[src/rtl/fs_bit_recover.sv]
module fs_bit_recover #(
  parameter int TMR_W       = 4,
  parameter int BIT_CLKS    = 8,
  parameter int RESYNC_WAIT = 3
) (
  input  logic clk,
  input  logic rst_n,
  input  logic dp_raw,
  input  logic dm_raw,
  input  logic rx_active,
  output logic bit_strobe,
  output logic bit_value,
  output logic dp_edge,
  output logic eop
);
  localparam logic [TMR_W-1:0] CNT_LAST   = TMR_W'(BIT_CLKS - 1);
  localparam logic [TMR_W-1:0] CNT_SAMPLE = TMR_W'(RESYNC_WAIT);
  localparam logic [TMR_W-1:0] CNT_LOAD   = TMR_W'(1);

  logic [1:0]       dp_sync, dm_sync;
  logic             dp_d, dp_last;
  logic [TMR_W-1:0] cnt_q;

  assign dp_edge    = dp_sync[1] ^ dp_d;
  assign eop        = ~(dp_sync[1] | dm_sync[1]);
  assign bit_strobe = rx_active && (cnt_q == CNT_SAMPLE);
  assign bit_value  = ~(dp_sync[1] ^ dp_last);

  always_ff @(posedge clk or negedge rst_n) begin
    if (!rst_n) begin
      dp_sync <= 2'b11;
      dm_sync <= 2'b00;
      dp_d    <= 1'b1;
      dp_last <= 1'b1;
    end else begin
      dp_sync <= {dp_sync[0], dp_raw};
      dm_sync <= {dm_sync[0], dm_raw};
      dp_d    <= dp_sync[1];
      if (eop)
        dp_last <= 1'b1;
      else if (bit_strobe)
        dp_last <= dp_sync[1];
    end
  end

  always_ff @(posedge clk or negedge rst_n) begin
    if (!rst_n)
      cnt_q <= '0;
    else if (!rx_active)
      cnt_q <= '0;
    else if (dp_edge)
      cnt_q <= CNT_LOAD;
    else if (cnt_q == CNT_LAST)
      cnt_q <= '0;
    else
      cnt_q <= cnt_q + CNT_LOAD;
  end
endmodule

[config.mk]
export PLATFORM = sky130hd
export DESIGN_NAME = fs_bit_recover
export DESIGN_NICKNAME = d
export VERILOG_FILES = /design/src/rtl/fs_bit_recover.sv
export SDC_FILE = /design/constraint.sdc
export NUM_CORES = 1
export LEC_CHECK = 0
export BUFFER_PORTS_ARGS = -buffer_cell sky130_fd_sc_hd__buf_2
export CORE_AREA = 2 2 39 41
export CTS_BUF_LIST = sky130_fd_sc_hd__clkbuf_8
export DETAILED_ROUTE_END_ITERATION = 6
export DIE_AREA = 0 0 41 43
export GPL_TIMING_DRIVEN = 0
export HOLD_SLACK_MARGIN = 0.05
export PLACE_DENSITY = 0.54
export SLEW_MARGIN = 5
export SYNTH_ARGS = -nofsm -noshare
export SYNTH_HDL_FRONTEND = slang
export SYNTH_SLANG_ARGS = --single-unit
[constraint.sdc]
create_clock -name clk -period 1.16 [get_ports clk]
set_input_delay 0.058 -clock clk [delete_from_list [all_inputs] [get_ports clk]]
set_output_delay 0.058 -clock clk [all_outputs]
set_load 0.005 [all_outputs]
==> qor.csv, run 1 <==
metric;value;unit
worst_pin_slew;0.2287;ns
core_area;1384;µm²
synth_xor_area_share;6.818;%
worstPathRequired;1.10;ns
post-dp-hpwl;423;µm
fin_worst_skew;0.003331;ns
ys_warn_count;0;
synthAdderAreaFrac;3.247;%
vias;266;
io_buffers;8;
root_buffer;clkbuf_8;
startpoint_type;flop;
crit_type;reg2out;
grt.total_usage;8.934;%
maxSlewHeadroom;84.76;%
slew_viol_final;0;
insertion_delay;0.23;ns
end_kind;primary output;
grt_pass1_vias;257;
fin_area;558.0;µm²
gr-total-overflow;0;
drtIter0Drc;5;
synth_top_family_by_area;simple AND/OR/NAND/NOR gates;
fin_worst_hold_slack;0.09168;ns
drt_wl_total;621;µm
power_density;1442;nW/µm²
die_x;41;µm
fmax;839.5;MHz
synth.distinct_cells;15;
drt_first_pass_iters;4;
ys_seq_area_share;66.23;%
synth-compound-area-share;6.169;%
dp.cells;54;
synthToLayoutAreaGrowth;44.80;%
combPwrFrac;9.3;%
syn-instance-count;30;
synth-seq-cells;10;
internal_power;643.4;µW
die-area;1763;µm²
cts.reportedPaths.clkPinSlew;0.04;ns
postPlaceCellArea;445.4;µm²
fp.dieH;43;µm
r2r_slack;0.07;ns
arrival;1.13;ns
synthSimpleGateAreaFrac;12.01;%
ant_nets;0;
synth.avg_cell_area;12.85;µm²
p_total;804.9;µW
rsz0062_at_grt;true;
power.leakage;0.2637;nW
power.share.clock;42.5;%
setup_viol;2;
clock_sinks;10;
final_cells;62;
timing.final.ws_setup;-0.03125;ns
min_path_type;in2reg;
route.detailed.wl_per_inst;10.02;µm
boundaryPins;9;
fin_tns_setup;-0.05759;ns
cts_buffer_depth;2;
final_util;40.33;%
drive_gt1_share;43.48;%
grt_pass1_wl;979;µm
num_antenna_cells;0;
period_share;102.7;%
pwr-share-seq;48.2;%
place_ws;-0.008049;ns
vias_per_cell;4.290;
grt_max_degree;11;
timing.final.hold_violations;0;
cts_tree;done;
drc;0;
switchingPower;161.4;µW
min_period;1.191;ns
synthMuxAreaShare;2.597;%
cp_max_fo;3;
p_sw_share;20.06;%
cts_buffers;3;
cts_max_level;1;
fillCellCount;133;
antenna_found_initial;0;
violations;setup timing;
peakVddDrop;1056;µV
max-cap-violations;0;
syn_area;385.4;µm²
outcome;finished, violations left;
start_util;27.85;%
fp-row-count;14;
syn-num-nets;36;
place.gp.congestion;0.6310;
nets;54;
## layout make-up
class	instances	area, µm²	share of cell area [%]
Multi-Input combinational cell	17	138.9	24.89
Tap cell	16	20.02	3.587
Sequential cell	10	255.2	45.74
Clock buffer	3	41.29	7.399
Timing Repair Buffer	13	91.34	16.37
Inverter	3	11.26	2.018
## layout by cell type (no fill, tap or decap)
cell type	synthesis	final
a21oi_1	1	1
a31oi_1	1	1
and3_1	1	1
and4bb_4	1	1
buf_2	0	7
buf_4	0	2
buf_6	0	1
clkbuf_8	0	3
dfrtp_1	6	6
dfstp_2	4	4
dlygate4sd3_1	0	3
ha_4	0	1
inv_1	3	3
mux2i_1	1	1
nand2_1	1	1
nand3_1	1	1
nor2_1	4	4
o21a_1	1	1
o21ai_1	1	1
xnor2_1	3	2
xnor2_2	0	1
## cell families (layout without fill, tap and decap cells)
| logic type | after synthesis | count (layout) |
|---|---|---|
| flops | 10 | 10 |
| mux | 1 | 1 |
| xor+xnor | 3 | 3 |
| simple gates | 8 | 8 |
| fa+ha+maj | 1 | 1 |
| compound gates | 4 | 4 |
| buf+inv | 3 | 19 |
## per-layer routing
metal  global-route usage [%]  vias to the layer above  share of wire (%)
li1                         -                      130                  -
met1                    9.333                      124                 44
met5                        0                        -                  0
met4                    2.000                        0                  0
met3                    7.853                        0                8.5
met2                    13.13                       12                 47
## what timing repair did
| item | CTS | global route |
|---|---|---|
| hold endpoints to repair | 12 | 0 |
| gates cloned | 0 | 0 |
| pin swaps | 2 | 2 |
| endpoints found under the setup margin | 3 | 4 |
| resized for setup | 4 | 0 |
| hold buffers | 3 | 0 |
| buffers inserted | 2 | 0 |
## worst max-delay path, stage by stage (launching register included)
cell	delay, ns
dfrtp_1	0.41
ha_4	0.18
and4bb_4	0.21
buf_6	0.11
## cells in the mapped netlist
master	number	area [µm²]
a21oi_1	1	5.000
a31oi_1	1	6.260
and3_1	1	6.260
and4bb_4	1	16.27
dfrtp_1	6	150.1
dfstp_2	4	105.1
ha_1	1	12.51
inv_1	3	11.26
mux2i_1	1	10.01
nand2_1	1	3.750
nand3_1	1	5.000
nor2_1	4	15.01
o21a_1	1	7.510
o21ai_1	1	5.000
xnor2_1	3	26.28
## sequential cells by signal, indices dropped and copies added (netlist names)
| name | count |
|---|---|
| dp_sync | 2 |
| dp_d | 1 |
| dp_last | 1 |
| dm_sync | 2 |
| cnt_q | 4 |
## final timing paths
path,cells after the start,to,start
worst max-delay path,3,bit_strobe,cnt_q[0]
worst min-delay path,2,cnt_q[0],rx_active
worst max register to register,4,dp_last,cnt_q[0]
worst min register to register,0,dm_sync[1],dm_sync[0]
max in group asynchronous,2,dp_sync[1],rst_n
min in group asynchronous,2,cnt_q[3],rst_n
## power groups by stage
stage          Combinational, mW  Sequential, mW  Clock [mW]
6_report                  0.0751           0.388       0.342
5_1_grt                   0.0848           0.390       0.375
4_1_cts                   0.0770           0.388       0.356
3_5_place_dp              0.0581           0.389           0
3_3_place_gp              0.0567           0.389           0
2_1_floorplan             0.0297           0.387           0
No activity file was read; power rests on OpenSTA's default activity.
==> inputs of run 2 (changes only) <==
- CORE_AREA: 2 2 39 41 -> 5 5 42 44
- DIE_AREA: 0 0 41 43 -> 0 0 47 49
- GPL_TIMING_DRIVEN: 0 -> unset
==> qor.csv, run 2 (synthesized netlist as in run 1, its figures left out) <==
metric;value;unit;change
outcome;finished, violations left;;
violations;setup timing;;
dp.cells;56;;+3.7%
grt_max_degree;11;;unchanged
fp-row-count;14;;unchanged
route.detailed.wl_per_inst;10.95;µm;+9.4%
timing.final.ws_setup;-0.01860;ns;+0.01264 ns
synthToLayoutAreaGrowth;49.03;%;
power_density;1410;nW/µm²;-2.3%
cts_tree;done;;
grt_pass1_wl;1.283;mm;+31%
fmax;848.5;MHz;+1.1%
peakVddDrop;783.3;µV;-26%
largest_reg_flops;4;;unchanged
die_x;47;µm;+15%
rsz0062_at_grt;true;;
cts.reportedPaths.clkPinSlew;0.04;ns;about the same
start_util;27.50;%;-0.35 points
cts_max_level;1;;unchanged
fin_worst_skew;0.004134;ns;+0.0008024 ns
worst_pin_slew;0.2190;ns;-0.009647 ns
vias_per_cell;4.172;;-2.8%
drive_gt1_share;47.92;%;+4.4 points
final_common_cell;buf_2;;
fin_tns_setup;-0.02119;ns;+0.03640 ns
arrival;1.12;ns;about the same
slowest_delay;0.36;ns;-0.05 ns
top_regs;cnt_q: 4 flops, dm_sync: 2 flops, dp_sync: 2 flops;;
setup_viol;2;;unchanged
drc;0;;unchanged
startpoint_type;flop;;
die-area;2303;µm²;+31%
nets;56;;+3.7%
boundaryPins;9;;unchanged
vias;267;;+0.38%
antenna_found_initial;0;;unchanged
fp.dieH;49;µm;+14%
top_register;cnt_q;;
max-cap-violations;0;;unchanged
root_buffer;clkbuf_8;;
drt_wl_total;701;µm;+13%
min_path_type;in2reg;;
insertion_delay;0.23;ns;about the same
slew_viol_final;0;;unchanged
maxSlewHeadroom;85.40;%;+0.64 points
slowest_stage;dfrtp_1;;
io_buffers;8;;unchanged
final_cells;64;;+3.2%
end_kind;primary output;;
gr-total-overflow;0;;unchanged
worstPathRequired;1.10;ns;about the same
crit_type;reg2out;;
power.leakage;0.2800;nW;+6.2%
cts_buffer_depth;2;;unchanged
drt_first_pass_iters;4;;unchanged
grt.total_usage;7.764;%;-1.2 points
cts_buffers;3;;unchanged
post-dp-hpwl;530.4;µm;+25%
drtIter0Drc;5;;unchanged
period_share;101.6;%;-1.1 points
min_period;1.179;ns;-0.01264 ns
place.gp.congestion;0.6759;;+7.1%
timing.final.hold_violations;0;;unchanged
cp_max_fo;3;;unchanged
num_antenna_cells;0;;unchanged
path_cells;ha_2, and4bb_4, buf_6;;
clock_sinks;10;;unchanged
ant_nets;0;;unchanged
core_area;1401;µm²;+1.3%
grt_pass1_vias;316;;+23%
final_cell_mix;buf_2, dfrtp_1, nor2_1, dfstp_2;;
## run 2: layout make-up
type,count,area [µm²]
Multi-Input combinational cell,17,136.4
Fill cell,139,827.0
Inverter,3,11.26
Tap cell,16,20.02
Timing Repair Buffer,15,110.1
Clock buffer,3,41.29
Sequential cell,10,255.2
## run 2: final timing paths
path / from / to / slack, ns / depth (start not counted)
max: cnt_q[1] / bit_strobe / -0.02 / 3
min: rx_active / cnt_q[0] / 0.08 / 2
max reg2reg: cnt_q[1] / dp_last / 0.10 / 4
min reg2reg: dp_sync[0] / dp_sync[1] / 0.36 / 0
max in group asynchronous: rst_n / dp_sync[1] / 0.69 / 2
min in group asynchronous: rst_n / cnt_q[3] / 0.21 / 2
## run 2: stage by stage
step                      setup slack, ns  hold WS, ns  power, mW  cell area, µm²  utilization [%]
final                            -0.01860      0.08381     0.8097           574.3            40.98
after global routing             -0.05533       0.1014     0.8581           574.3            40.98
after detailed placement          0.06671     -0.07390     0.4514           460.4            32.86
after floorplan                   0.06204      -0.2376     0.4164           385.4                -
after CTS                        -0.02093      0.07935     0.8105           548.0            39.11
after global placement            0.06911     -0.07413     0.4512           460.4            32.86
## run 2: routing by layer
layer	routed length [µm]	part of all wire (%)	track usage [%]
met1	321	46	9.339
met2	341	49	10.86
met3	38	5.4	2.952
met4	0	0	5.530
met5	0	0	0
## run 2: worst max-delay path: cells and delay by family, from the launching register on
kind	cells	cell delay [ns]
flops	1	0.36
simple gates	1	0.26
fa+ha+maj	1	0.18
buf+inv	1	0.10
## run 2: repair_timing
item / CTS / global route
setup buffers: 1 / 1
hold endpoints to repair: 12 / 0
hold buffers: 3 / 0
resized for setup: 2 / 3
setup endpoints to repair: 3 / 3
pin swaps: 2 / 1
## run 2: power breakdown
part           leakage, nW  switching [mW]  internal, mW
Combinational        0.139          0.0346        0.0501
Sequential           0.119          0.0121         0.374
Clock               0.0216           0.114         0.225
Total                0.280           0.161         0.649
